## config.mk

```make
export PLATFORM = sky130hd
export DESIGN_NAME = presence_filter
export DESIGN_NICKNAME = d
export VERILOG_FILES = /design/src/rtl/pfilt_pkg.sv /design/src/rtl/pfilt_plru.sv /design/src/rtl/pfilt_tags.sv /design/src/rtl/pfilt_inv_track.sv /design/src/rtl/presence_filter.sv
export SDC_FILE = /design/constraint.sdc
export NUM_CORES = 2
export LEC_CHECK = 0
export ABC_AREA = 1
export BUFFER_PORTS_ARGS = -buffer_cell sky130_fd_sc_hd__buf_2
export CORE_ASPECT_RATIO = 1.25
export CORE_UTILIZATION = 40
export DETAILED_ROUTE_END_ITERATION = 6
export PLACE_DENSITY = 0.64
export SYNTH_ARGS = -nofsm -noshare
export SYNTH_HDL_FRONTEND = slang
export SYNTH_HIERARCHICAL = 1
export SYNTH_SLANG_ARGS = --single-unit
```

## constraint.sdc

```tcl
create_clock -name clk -period 8.6 [get_ports clk]
set_input_delay 1.72 -clock clk [delete_from_list [all_inputs] [get_ports clk]]
set_output_delay 1.72 -clock clk [all_outputs]
set_load 0.01 [all_outputs]
```

## src/rtl/pfilt_pkg.sv

```systemverilog
package pfilt_pkg;

  typedef enum logic [1:0] {
    OP_FILL  = 2'd0,
    OP_EVICT = 2'd1,
    OP_SNOOP = 2'd2
  } pf_op_e;

  typedef enum logic {
    ST_IDLE = 1'b0,
    ST_INV  = 1'b1
  } pf_state_e;

endpackage

```

## src/rtl/pfilt_plru.sv

```systemverilog
module pfilt_plru #(
  parameter int WAYS = 16,
  parameter int SETS = 4
) (
  input  logic                      clk,
  input  logic                      rst_n,
  input  logic [$clog2(SETS)-1:0]   rd_set,
  output logic [$clog2(WAYS)-1:0]   victim_way,
  input  logic                      touch_en,
  input  logic [$clog2(SETS)-1:0]   touch_set,
  input  logic [$clog2(WAYS)-1:0]   touch_way
);
  localparam int WAY_W = $clog2(WAYS);
  localparam int NODES = WAYS - 1;

  logic [NODES-1:0] tree_q [SETS];

  // walk from the root; node bit 0 selects the lower half
  function automatic logic [WAY_W-1:0] tree_pick(input logic [NODES-1:0] t);
    logic [WAY_W-1:0] r;
    int idx;
    r   = '0;
    idx = 0;
    for (int l = 0; l < WAY_W; l++) begin
      r[WAY_W-1-l] = t[idx];
      idx = 2 * idx + 1 + int'(t[idx]);
    end
    return r;
  endfunction

  // every node on the path points away from the way just used
  function automatic logic [NODES-1:0] tree_touch(input logic [NODES-1:0] t,
                                                  input logic [WAY_W-1:0] w);
    logic [NODES-1:0] n;
    int idx;
    n   = t;
    idx = 0;
    for (int l = 0; l < WAY_W; l++) begin
      n[idx] = ~w[WAY_W-1-l];
      idx = 2 * idx + 1 + int'(w[WAY_W-1-l]);
    end
    return n;
  endfunction

  assign victim_way = tree_pick(tree_q[rd_set]);

  for (genvar s = 0; s < SETS; s++) begin : g_set
    always_ff @(posedge clk or negedge rst_n) begin
      if (!rst_n) begin
        tree_q[s] <= '0;
      end else if (touch_en && (touch_set == s)) begin
        tree_q[s] <= tree_touch(tree_q[s], touch_way);
      end
    end
  end

endmodule

```

## src/rtl/pfilt_tags.sv

```systemverilog
module pfilt_tags #(
  parameter int CORES = 4,
  parameter int WAYS  = 16,
  parameter int SETS  = 4,
  parameter int TAG_W = 24
) (
  input  logic                          clk,
  input  logic                          rst_n,
  input  logic [$clog2(SETS)-1:0]       lk_set,
  input  logic [TAG_W-1:0]              lk_tag,
  output logic [WAYS-1:0]               set_valid,
  output logic [WAYS-1:0]               set_dirty,
  output logic [WAYS-1:0][TAG_W-1:0]    set_tag,
  output logic [WAYS-1:0][CORES-1:0]    set_pres,
  output logic [WAYS-1:0]               hit_vec,
  output logic                          hit,
  output logic [$clog2(WAYS)-1:0]       hit_way,
  output logic                          has_free,
  output logic [$clog2(WAYS)-1:0]       free_way,
  input  logic                          wr_en,
  input  logic [$clog2(SETS)-1:0]       wr_set,
  input  logic [$clog2(WAYS)-1:0]       wr_way,
  input  logic [TAG_W-1:0]              wr_tag,
  input  logic [CORES-1:0]              wr_pres,
  input  logic                          wr_dirty
);
  localparam int WAY_W = $clog2(WAYS);

  logic [WAYS-1:0]  valid_q [SETS];
  logic [WAYS-1:0]  dirty_q [SETS];
  logic [CORES-1:0] pres_q  [SETS][WAYS];
  logic [TAG_W-1:0] tag_q   [SETS][WAYS];

  function automatic logic [WAY_W-1:0] low_index(input logic [WAYS-1:0] v);
    logic [WAY_W-1:0] r;
    r = '0;
    for (int i = WAYS - 1; i >= 0; i--) begin
      if (v[i]) r = WAY_W'(i);
    end
    return r;
  endfunction

  always_ff @(posedge clk or negedge rst_n) begin
    if (!rst_n) begin
      for (int s = 0; s < SETS; s++) begin
        valid_q[s] <= '0;
        dirty_q[s] <= '0;
        for (int w = 0; w < WAYS; w++) pres_q[s][w] <= '0;
      end
    end else if (wr_en) begin
      valid_q[wr_set][wr_way] <= 1'b1;
      dirty_q[wr_set][wr_way] <= wr_dirty;
      pres_q[wr_set][wr_way]  <= wr_pres;
    end
  end

  always_ff @(posedge clk) begin
    if (wr_en) tag_q[wr_set][wr_way] <= wr_tag;
  end

  for (genvar w = 0; w < WAYS; w++) begin : g_way
    assign set_valid[w] = valid_q[lk_set][w];
    assign set_dirty[w] = dirty_q[lk_set][w];
    assign set_tag[w]   = tag_q[lk_set][w];
    assign set_pres[w]  = pres_q[lk_set][w];
    assign hit_vec[w]   = valid_q[lk_set][w] && (tag_q[lk_set][w] == lk_tag);
  end

  assign hit      = |hit_vec;
  assign hit_way  = low_index(hit_vec);
  assign has_free = ~&set_valid;
  assign free_way = low_index(~set_valid);

endmodule

```

## src/rtl/pfilt_inv_track.sv

```systemverilog
module pfilt_inv_track #(
  parameter int CORES = 4
) (
  input  logic             clk,
  input  logic             rst_n,
  input  logic             load,
  input  logic [CORES-1:0] load_mask,
  input  logic [CORES-1:0] inv_ack,
  output logic [CORES-1:0] pending,
  output logic             done
);
  logic [CORES-1:0] pend_q;

  always_ff @(posedge clk or negedge rst_n) begin
    if (!rst_n)    pend_q <= '0;
    else if (load) pend_q <= load_mask;
    else           pend_q <= pend_q & ~inv_ack;
  end

  assign pending = pend_q;
  assign done    = (|pend_q) && ((pend_q & ~inv_ack) == '0);

endmodule

```

## src/rtl/presence_filter.sv

```systemverilog
module presence_filter
  import pfilt_pkg::*;
#(
  parameter int CORES  = 4,
  parameter int WAYS   = 16,
  parameter int SETS   = 4,
  parameter int ADDR_W = 32,
  parameter int OFF_W  = 6
) (
  input  logic                      clk,
  input  logic                      rst_n,
  input  logic                      req_valid,
  output logic                      req_ready,
  input  logic [1:0]                req_op,
  input  logic [$clog2(CORES)-1:0]  req_core,
  input  logic [ADDR_W-1:0]         req_addr,
  input  logic                      req_dirty,
  output logic                      rsp_valid,
  output logic                      rsp_hit,
  output logic [CORES-1:0]          rsp_mask,
  output logic [CORES-1:0]          inv_valid,
  output logic [ADDR_W-1:0]         inv_addr,
  input  logic [CORES-1:0]          inv_ack,
  output logic                      wb_valid,
  output logic [ADDR_W-1:0]         wb_addr
);
  localparam int CORE_W = $clog2(CORES);
  localparam int WAY_W  = $clog2(WAYS);
  localparam int SET_W  = $clog2(SETS);
  localparam int TAG_W  = ADDR_W - OFF_W - SET_W;

  function automatic logic [SET_W-1:0] addr_set(input logic [ADDR_W-1:0] a);
    return a[OFF_W +: SET_W];
  endfunction

  function automatic logic [TAG_W-1:0] addr_tag(input logic [ADDR_W-1:0] a);
    return a[ADDR_W-1 -: TAG_W];
  endfunction

  function automatic logic [ADDR_W-1:0] line_addr(input logic [TAG_W-1:0] t,
                                                  input logic [SET_W-1:0] s);
    return {t, s, {OFF_W{1'b0}}};
  endfunction

  function automatic logic [CORES-1:0] core_bit(input logic [CORE_W-1:0] c);
    return CORES'(1) << c;
  endfunction

  pf_state_e st_q, st_d;

  logic [SET_W-1:0]  req_set, cur_set, q_set;
  logic [TAG_W-1:0]  req_tag, q_tag;
  logic [CORE_W-1:0] q_core;
  logic [WAY_W-1:0]  q_way;
  pf_op_e            op;

  logic [WAYS-1:0]             set_valid, set_dirty, hit_vec;
  logic [WAYS-1:0][TAG_W-1:0]  set_tag;
  logic [WAYS-1:0][CORES-1:0]  set_pres;
  logic                        hit, has_free;
  logic [WAY_W-1:0]            hit_way, free_way, plru_way, victim_way;

  logic             vic_valid, vic_dirty;
  logic [CORES-1:0] vic_pres, inst_bit;
  logic [TAG_W-1:0] vic_tag;

  // named events, also used by the bound checker
  logic fire, ev_fill, ev_fill_hit, ev_fill_miss, ev_need_inv, ev_wb;
  logic ev_inv_done, ev_install, ev_evict_mark, rsp_fire;

  logic             wr_en, wr_dirty;
  logic [WAY_W-1:0] wr_way;
  logic [TAG_W-1:0] wr_tag;
  logic [CORES-1:0] wr_pres;

  logic             inv_done;
  logic [CORES-1:0] pending;

  logic             rsp_valid_q, rsp_hit_q, wb_valid_q;
  logic [CORES-1:0] rsp_mask_q, rsp_mask_d;
  logic [ADDR_W-1:0] wb_addr_q, inv_addr_q;

  assign req_set   = addr_set(req_addr);
  assign req_tag   = addr_tag(req_addr);
  assign op        = pf_op_e'(req_op);
  assign req_ready = (st_q == ST_IDLE);
  assign cur_set   = (st_q == ST_INV) ? q_set : req_set;

  pfilt_tags #(.CORES(CORES), .WAYS(WAYS), .SETS(SETS), .TAG_W(TAG_W)) u_tags (
    .clk(clk), .rst_n(rst_n),
    .lk_set(cur_set), .lk_tag(req_tag),
    .set_valid(set_valid), .set_dirty(set_dirty), .set_tag(set_tag), .set_pres(set_pres),
    .hit_vec(hit_vec), .hit(hit), .hit_way(hit_way),
    .has_free(has_free), .free_way(free_way),
    .wr_en(wr_en), .wr_set(cur_set), .wr_way(wr_way), .wr_tag(wr_tag),
    .wr_pres(wr_pres), .wr_dirty(wr_dirty)
  );

  pfilt_plru #(.WAYS(WAYS), .SETS(SETS)) u_plru (
    .clk(clk), .rst_n(rst_n),
    .rd_set(cur_set), .victim_way(plru_way),
    .touch_en(ev_fill_hit || ev_install), .touch_set(cur_set), .touch_way(wr_way)
  );

  pfilt_inv_track #(.CORES(CORES)) u_track (
    .clk(clk), .rst_n(rst_n),
    .load(ev_need_inv), .load_mask(vic_pres), .inv_ack(inv_ack),
    .pending(pending), .done(inv_done)
  );

  // victim: lowest free way first, otherwise the tree choice
  assign victim_way = has_free ? free_way : plru_way;
  assign vic_valid  = set_valid[victim_way];
  assign vic_dirty  = set_dirty[victim_way];
  assign vic_pres   = set_pres[victim_way];
  assign vic_tag    = set_tag[victim_way];

  assign fire          = req_valid && req_ready;
  assign ev_fill       = fire && (op == OP_FILL);
  assign ev_fill_hit   = ev_fill && hit;
  assign ev_fill_miss  = ev_fill && !hit;
  assign ev_need_inv   = ev_fill_miss && vic_valid && (|vic_pres);
  assign ev_wb         = ev_fill_miss && vic_valid && vic_dirty;
  assign ev_inv_done   = (st_q == ST_INV) && inv_done;
  assign ev_install    = (ev_fill_miss && !ev_need_inv) || ev_inv_done;
  assign ev_evict_mark = fire && (op == OP_EVICT) && hit && req_dirty;
  assign rsp_fire      = (fire && !ev_need_inv) || ev_inv_done;

  assign inst_bit = core_bit((st_q == ST_INV) ? q_core : req_core);

  always_comb begin
    wr_en    = ev_fill_hit || ev_install || ev_evict_mark;
    wr_tag   = (st_q == ST_INV) ? q_tag : req_tag;
    wr_way   = hit_way;
    wr_pres  = set_pres[hit_way];
    wr_dirty = set_dirty[hit_way];
    if (ev_install) begin
      wr_way   = (st_q == ST_INV) ? q_way : victim_way;
      wr_pres  = inst_bit;
      wr_dirty = 1'b0;
    end else if (ev_fill_hit) begin
      wr_pres  = set_pres[hit_way] | core_bit(req_core);
    end else if (ev_evict_mark) begin
      wr_dirty = 1'b1;
    end
  end

  always_comb begin
    if (ev_install || ev_fill_hit) rsp_mask_d = wr_pres;
    else if (hit)                  rsp_mask_d = set_pres[hit_way];
    else                           rsp_mask_d = '0;
  end

  always_comb begin
    st_d = st_q;
    if (ev_need_inv)      st_d = ST_INV;
    else if (ev_inv_done) st_d = ST_IDLE;
  end

  always_ff @(posedge clk or negedge rst_n) begin
    if (!rst_n) begin
      st_q        <= ST_IDLE;
      rsp_valid_q <= 1'b0;
      rsp_hit_q   <= 1'b0;
      rsp_mask_q  <= '0;
      wb_valid_q  <= 1'b0;
      wb_addr_q   <= '0;
      inv_addr_q  <= '0;
      q_set       <= '0;
      q_tag       <= '0;
      q_core      <= '0;
      q_way       <= '0;
    end else begin
      st_q        <= st_d;
      rsp_valid_q <= rsp_fire;
      wb_valid_q  <= ev_wb;
      if (rsp_fire) begin
        rsp_hit_q  <= (st_q == ST_IDLE) && hit;
        rsp_mask_q <= rsp_mask_d;
      end
      if (ev_wb) wb_addr_q <= line_addr(vic_tag, req_set);
      if (ev_need_inv) begin
        inv_addr_q <= line_addr(vic_tag, req_set);
        q_set      <= req_set;
        q_tag      <= req_tag;
        q_core     <= req_core;
        q_way      <= victim_way;
      end
    end
  end

  assign rsp_valid = rsp_valid_q;
  assign rsp_hit   = rsp_hit_q;
  assign rsp_mask  = rsp_mask_q;
  assign inv_valid = pending;
  assign inv_addr  = inv_addr_q;
  assign wb_valid  = wb_valid_q;
  assign wb_addr   = wb_addr_q;

endmodule

```

== Word level (Yosys, flattened, before mapping) ==
Memories as Yosys holds them, arrays and structs flattened.
Index checks and enable logic that the tools add are counted.
W data, S select, Z words.

* Order comparisons: 17
* Add/subtract/negate cells: 10
* Bitwise operators: 12
* Eq/ne operators: 20
* Shift-type cells: 2
* $mul: 0
* Multiplexer cells: 113
* Div/mod/pow operators: 0
* Reduce and logical (&&, ||, !) cells: 55

{| class="wikitable"
|+ Operators with widths
! operator !! number
|-
| $eq A24 B24 Y1 || 16
|-
| $mux W384 || 1
|-
| $bwmux W256 || 1
|-
| $lt A32 B6 Y1 const B || 6
|-
| $mux W64 || 3
|-
| $bwmux W15 || 12
|-
| $mux W4 || 43
|-
| $add A32 B2 Y32 || 4
|-
| $add A32 B2 Y32 const B || 4
|-
| $bmux W64 S2 || 1
|-
| $demux W64 S2 || 1
|-
| $bmux W24 S4 || 1
|-
| $demux W24 S4 || 1
|-
| $ge A32 B1 Y1 const B || 3
|-
| $mux W16 || 5
|-
| $mux W24 || 3
|-
| $bmux W16 S2 || 2
|-
| $bwmux W64 || 1
|-
| $or A64 B64 Y64 || 1
|-
| $logic_and A1 B1 Y1 || 41
|-
| $bmux W4 S4 || 2
|-
| $demux W16 S2 || 1
|-
| $bmux W15 S2 || 1
|-
| $mux W15 || 2
|-
| other kinds (30) || 73
|}

* Bits in latches: 0
* ROM bits: 0
* Flip-flop bits (word level): 540
* Input port bits: 44
* Output and inout bits: 76
* Memories: 1
* RAM bits: 1536

{| class="wikitable"
|+ Memories
! name !! words !! width !! rd ports !! clocked after Yosys merged registers in !! write ports !! line !! source
|-
| u_tags.tag_q || 4 || 384 || 1 || 0 || 1 || pfilt_tags.sv:32 || <nowiki>logic [TAG_W-1:0] tag_q [SETS][WAYS];</nowiki>
|}

== Longest topological paths before layout ==
* Depth in word-level cells: 41
* Depth in mapped cells: 56

== Cells and area by module ==
The synthesis kept the hierarchy.

{| class="wikitable"
|+ Modules (own cells, without submodules)
! module !! times used !! cells an instance !! area an instance (µm²)
|-
| pfilt_tags || 1 || 7612 || 81553.2
|-
| presence_filter || 1 || 1527 || 9262.6
|-
| pfilt_plru || 1 || 464 || 3495.9
|-
| pfilt_inv_track || 1 || 26 || 188.9
|}

== Least setup slack after synthesis ==
No wires, ideal clock.

* Path type: input to register
* Start point: in req_addr[6]
* End point: reg u_tags/dirty_q[13] (netlist name)
* Arrival: 8743 ps
* Setup time: 92 ps
* Path buffers: 3
* Cell stages on the path: 41
* Path slack: -235 ps
* Cells stage by stage: inv_1 -> o21ai_0 -> buf_4 -> nand2_1 -> nand3_1 -> nand2_2 -> nand2_4 -> nand3_1 -> nand3_2 -> nand3_4 -> nand2_4 -> inv_1 -> ha_1 -> inv_1 -> a221oi_1 -> nand3_2 -> nand2_1 -> inv_2 -> [5 not listed] -> buf_4 -> nand2_1 -> nand3_1 -> nand2_1 -> a21oi_1 -> nor2_2 -> nor2_4 -> nand2_4 -> nand2_2 -> nand2_2 -> buf_6 -> o21ai_0 -> nand2_1 -> nor2_1 -> inv_1 -> nor2_1 -> clkinv_1 -> o21ai_0

* Elaborated cells on any way between the ends: 132
* Those cells by class: add/sub: 5; order compare: 4; eq/ne: 16; mux: 71; bitwise: 2; reduce/logical: 33; memory: 1

{| class="wikitable"
|+ RTL lines
! item !! line !! source
|-
| start: declaration || presence_filter.sv:16 || <nowiki>input logic [ADDR_W-1:0] req_addr,</nowiki>
|-
| $mux W2 * || presence_filter.sv:87 || <nowiki>assign cur_set = (st_q == ST_INV) ? q_set : req_set;</nowiki>
|-
| named net cur_set[0] || presence_filter.sv:51 || <nowiki>logic [SET_W-1:0] req_set, cur_set, q_set;</nowiki>
|-
| $not A2 Y3 (not written as such) * || pfilt_plru.sv:45 || <nowiki>assign victim_way = tree_pick(tree_q[rd_set]);</nowiki>
|-
| $bmux W15 S2 * || pfilt_plru.sv:45 ||
|-
| $mux W15 (not written as such) * (2 in series) || pfilt_plru.sv:45 ||
|-
| parallel branches: the longest is 9 deep, another holds $add A32 B2 Y32 || -- ||
|-
| $bmux W1 S4 * || pfilt_plru.sv:25 || <nowiki>r[WAY_W-1-l] = t[idx];</nowiki>
|-
| $mux W1 * (2 in series) || -- ||
|-
| named net plru_way[0] || presence_filter.sv:61 || <nowiki>logic [WAY_W-1:0] hit_way, free_way, plru_way, victim_way;</nowiki>
|-
| [9 not listed] || -- ||
|-
| named net wr_way[3] || presence_filter.sv:72 || <nowiki>logic [WAY_W-1:0] wr_way;</nowiki>
|-
| $lt A4 B5 Y1 (not written as such) / $ge A4 B1 Y1 (equally long branches) || pfilt_tags.sv:52 || <nowiki>dirty_q[wr_set][wr_way] <= wr_dirty;</nowiki>
|-
| $logic_and A1 B1 Y1 (not written as such) || pfilt_tags.sv:52 ||
|-
| $mux W1 (not written as such) || pfilt_tags.sv:52 ||
|-
| $demux W1 S4 * || -- ||
|-
| $mux W16 (not written as such) * || pfilt_tags.sv:52 ||
|-
| $demux W16 S2 * || pfilt_tags.sv:52 ||
|-
| $bwmux W64 * || pfilt_tags.sv:52 ||
|-
| end signal: indexed assignment || pfilt_tags.sv:52 ||
|-
| end: declaration || pfilt_tags.sv:30 || <nowiki>logic [WAYS-1:0] dirty_q [SETS];</nowiki>
|}

Mark *: on every way through the listed nets, which the timed path passes. The select of a mux whose other input is x is not followed.
A chain may end at the register's enable or synchronous reset.

== Worst setup path in the final report ==
* Start point: in req_addr[6]
* End point: reg u_tags/dirty_q[24] (netlist name)

* Elaborated cells on any way between the ends: 132
* Those cells by class: add/sub: 5; order compare: 4; eq/ne: 16; mux: 71; bitwise: 2; reduce/logical: 33; memory: 1

{| class="wikitable"
|+ RTL lines
! item !! line !! source
|-
| $mux W2 * || presence_filter.sv:87 ||
|-
| named net cur_set[0] || presence_filter.sv:51 ||
|-
| $not A2 Y3 (not written as such) * || pfilt_tags.sv:62 || <nowiki>assign set_valid[w] = valid_q[lk_set][w];</nowiki>
|-
| $bmux W16 S2 * || pfilt_tags.sv:62 ||
|-
| $mux W16 (not written as such) * (2 in series) || pfilt_tags.sv:62, pfilt_tags.sv:66 ||
|-
| named net set_valid[8] || presence_filter.sv:57 || <nowiki>logic [WAYS-1:0] set_valid, set_dirty, hit_vec;</nowiki>
|-
| $not A16 Y16 * || pfilt_tags.sv:72 || <nowiki>assign free_way = low_index(~set_valid);</nowiki>
|-
| $mux W4 * (9 in series) || pfilt_tags.sv:38 || <nowiki>if (v[i]) r = WAY_W'(i);</nowiki>
|-
| named net free_way[0] || presence_filter.sv:61 ||
|-
| [9 not listed] || -- ||
|-
| named net wr_way[0] || presence_filter.sv:72 ||
|-
| $lt A4 B5 Y1 (not written as such) / $ge A4 B1 Y1 (equally long branches) || pfilt_tags.sv:52 ||
|-
| $logic_and A1 B1 Y1 (not written as such) || pfilt_tags.sv:52 ||
|-
| $mux W1 (not written as such) || pfilt_tags.sv:52 ||
|-
| $demux W1 S4 * || -- ||
|-
| $mux W16 (not written as such) * || pfilt_tags.sv:52 ||
|-
| $demux W16 S2 * || pfilt_tags.sv:52 ||
|-
| $bwmux W64 * || pfilt_tags.sv:52 ||
|}

Mark *: on every way through the listed nets, which the timed path passes. The rest lies on a longest branch. The select of a mux whose other input is x is not followed.

==> flow_metrics.env <==
export IMPL_final_hold_violation_count=0
export IMPL_dp_slack_ns=0.1578
export IMPL_rsz0062_at_grt="false"
export IMPL_worst_path_max_delay_cell="a32o_1"
export IMPL_avgSynthCellArea_um2=9.814
export IMPL_hp_class="register to register"
export IMPL_root_buffer="clkbuf_16"
export IMPL_fin_area_mm2=0.1083
export IMPL_combPwrFrac_pct=1.6
export IMPL_placementRows=199
export IMPL_fin_setup_tns_ns=0
export IMPL_min_from="u_tags/valid_q[49]$_DFFE_PN0P_"
export IMPL_fmax_mhz=128.9
export IMPL_fin_nets=9927
export IMPL_synth_top_area_share_pct=48.81
export IMPL_wl_um=339900
export IMPL_wl_per_cell_um=25.84
export IMPL_clock_latency_ns=0.94
export IMPL_path_class="input port to register"
export IMPL_finalSetupViolations=0
export IMPL_grt_pass1_wl_um=482300
export IMPL_synth_area_mm2=0.09450
export IMPL_cp_max_fo=89
export IMPL_vdd_drop_max_uv=169.4
export IMPL_multi_input_area_mm2=0.02945
export IMPL_total_power_mw=19.89
export IMPL_fp_dieH_um=545.4
export IMPL_synth_compound_area_share_pct=9.439
export IMPL_num_io_pins=120
export IMPL_whs_path_depth=2
export IMPL_synth_xor_xnor_area_share_pct=1.075
export IMPL_vias_per_cell=5.642
export IMPL_dieArea_mm2=0.2382
export IMPL_synth_edf_count=1536
export IMPL_arrival_ns=8.45
export IMPL_synth_top_family_by_area="simple AND/OR/NAND/NOR gates"
export IMPL_violations="DRC"
export IMPL_grt_pass1_vias=69200
export IMPL_grt_ovfl_total=0
export IMPL_power_density_mw_per_mm2=183.6
export IMPL_routabilityCongestion=1.029
export IMPL_synth_seq_cells=2074
export IMPL_skew_ns=0.1162
export IMPL_status="finished, violations left"
export IMPL_finalMaxSlewViolations=0
export IMPL_cp_slowest_stage_delay_ns=0.43
export IMPL_end_kind="register"
export IMPL_synth_area_mux_share_pct=0.02383
export IMPL_seqPwrFrac_pct=53.5
export IMPL_grt_usage_pct=27.76
export IMPL_placed_area_mm2=0.1017
export IMPL_reg2reg_to="u_tags/dirty_q[24]$_DFFE_PN0P_"
export IMPL_setup_slack_ns=0.8432
export IMPL_p_switching_mw=4.115
export IMPL_ys_warn_count=6
export IMPL_synth_cell_types=60
export IMPL_yosys_top_cells_count="nand2_1, edfxtp_1, o21ai_0, nand3_1, inv_1"
export IMPL_place_inst=12780
export IMPL_swShare_pct=20.69
export IMPL_p_clk_share_pct=44.9
export IMPL_grt_max_degree=184
export IMPL_crit_path_frequent_cell="nand2_1"
export IMPL_die_x_um=436.7
export IMPL_yosys_area_share_adder_pct=0.07944
export IMPL_cts_setup_buffers=0
export IMPL_drive_gt1_share_pct=11.20
export IMPL_start_kind="input port"
export IMPL_synthTopCellsByArea="edfxtp_1, dfrtp_1, nand2_1"
export IMPL_dr_pass1_iters=7
export IMPL_port_buffers=101
export IMPL_drc=93
export IMPL_fin_crit_sh_pct=90.20
export IMPL_tritoncts="done"
export IMPL_ys_flop_type="edfxtp_1"
export IMPL_synth_simple_area_share_pct=19.98
export IMPL_start_util_pct=40.21
export IMPL_num_fill_cells=21650
export IMPL_htree_num_levels=4
export IMPL_grt_antenna_before_repair=16
export IMPL_dp_hpwl_um=222300
export IMPL_ctsResizeCount=0
export IMPL_vias=74230
export IMPL_cp_required_ns=9.29
export IMPL_drt_initial_drc_count=9170
export IMPL_r2r_cells=44
export IMPL_netlist_instances=9629
export IMPL_synth_top_area_cell="edfxtp_1"
export IMPL_worst_pin_slew_ns=1.225
export IMPL_cts_max_path_buffers=4
export IMPL_r2r_start="st_q$_DFFE_PN0P_"
export IMPL_drv_cap=0
export IMPL_seqCellArea_mm2=0.05959
export IMPL_area_delta_synth_final_pct=14.62
export IMPL_seq_area_frac_synth_pct=63.05
export IMPL_slew_limit_headroom_pct=18.03
export IMPL_period_needed_ns=7.757
export IMPL_cts_sinks=2074
export IMPL_synthArstFlopShare_pct=25.94
export IMPL_core_mm2=0.2350
export IMPL_hold_buffers=0
export IMPL_path_clk_slew_ns=0.06
export IMPL_total_leakage_power_nw=41.34
export IMPL_cts_buffers=208
export IMPL_reg2reg_slack_ns=0.93
export IMPL_min_to="u_tags/valid_q[49]$_DFFE_PN0P_"
export IMPL_synth_most_common_cell="nand2_1"
export IMPL_final_antenna_net_count=0
export IMPL_intPower_mw=15.77
export IMPL_finalNonFillerCells=13160
## critical path: cells and delay by family
kind / cells / cell delay (ns)
compound gates: 7 / 1.32
buf+inv: 16 / 2.93
simple gates: 22 / 2.37
## worst max-delay path by stage
stage / start / end / slack [ns]
2_1_floorplan: req_addr[6] / u_tags/dirty_q[13]$_DFFE_PN0P_ / -0.24
3_3_place_gp: req_addr[6] / u_tags/pres_q[95]$_DFFE_PN0P_ / 0.28
3_5_place_dp: req_addr[7] / u_tags/dirty_q[24]$_DFFE_PN0P_ / 0.16
4_1_cts: req_addr[7] / u_tags/dirty_q[24]$_DFFE_PN0P_ / 1.02
5_1_grt: req_addr[6] / u_tags/pres_q[92]$_DFFE_PN0P_ / 0.56
6_report: req_addr[6] / u_tags/dirty_q[24]$_DFFE_PN0P_ / 0.84
## flip-flops by register name, indices dropped and copies added (netlist names), 24 cells and up
name,count
u_tags/pres_q,256
u_tags/tag_q,1536
u_tags/valid_q,64
wb_addr,26
u_tags/dirty_q,64
u_plru/tree_q,60
q_tag,24
inv_addr,25
## per-stage QoR
| stage | util (%) | hold slack, ns |
|---|---|---|
| after floorplan | - | 0.4194 |
| after global placement | 43.27 | 0.4309 |
| after detailed placement | 43.27 | 0.4371 |
| after CTS | 46.08 | 0.4526 |
| after global routing | 46.08 | 0.4630 |
| final | 46.09 | 0.4510 |
## final cells by class
type                            count  area share [%]
Inverter                          717           2.530
Clock buffer                      277           5.298
Antenna cell                        5         0.01155
Timing Repair Buffer              608           5.561
Multi-Input combinational cell   6268           27.19
Clock inverter                     92          0.7993
Tap cell                         3115           3.598
Sequential cell                  2074           55.01
## power by group through the flow
stage	registers (mW)	clock network [mW]	logic, mW
final	10.6	8.94	0.314
after floorplan	10.8	0	0.117
after CTS	10.6	9.05	0.298
after global routing	10.6	9.42	0.318
after global placement	10.8	0	0.294
after detailed placement	10.8	0	0.297
## routing by layer
metal  global-route usage (%)  wire (um)
met2                    44.96     158800
met3                    3.883      26640
met4                    19.14      28030
met5                        0         77
met1                    34.37     126400
## cell usage in the layout (no fill, tap or decap), drive strengths merged, types with 63 or more instances in the layout
cell / netlist / layout
a21oi: 84 / 84
clkinv: 69 / 133
edfxtp: 1536 / 1536
nand3: 936 / 936
nand2: 2817 / 2817
clkbuf: 244 / 277
nor2: 630 / 630
inv: 648 / 655
xor2: 107 / 107
o21ai: 1036 / 1036
o22ai: 274 / 274
or2: 63 / 63
dfrtp: 538 / 538
buf: 337 / 608
o211ai: 65 / 65
## kinds of logic after synthesis
group,Yosys count
buffers and inverters,1298
multiplexers,2
flip-flops,2074
other,1
XOR/XNOR,116
AO/OA/AOI/OAI,1581
adder cells (fa/ha/maj),6
AND/OR/NAND/NOR,4551
Power figures use the tool's default switching activity.
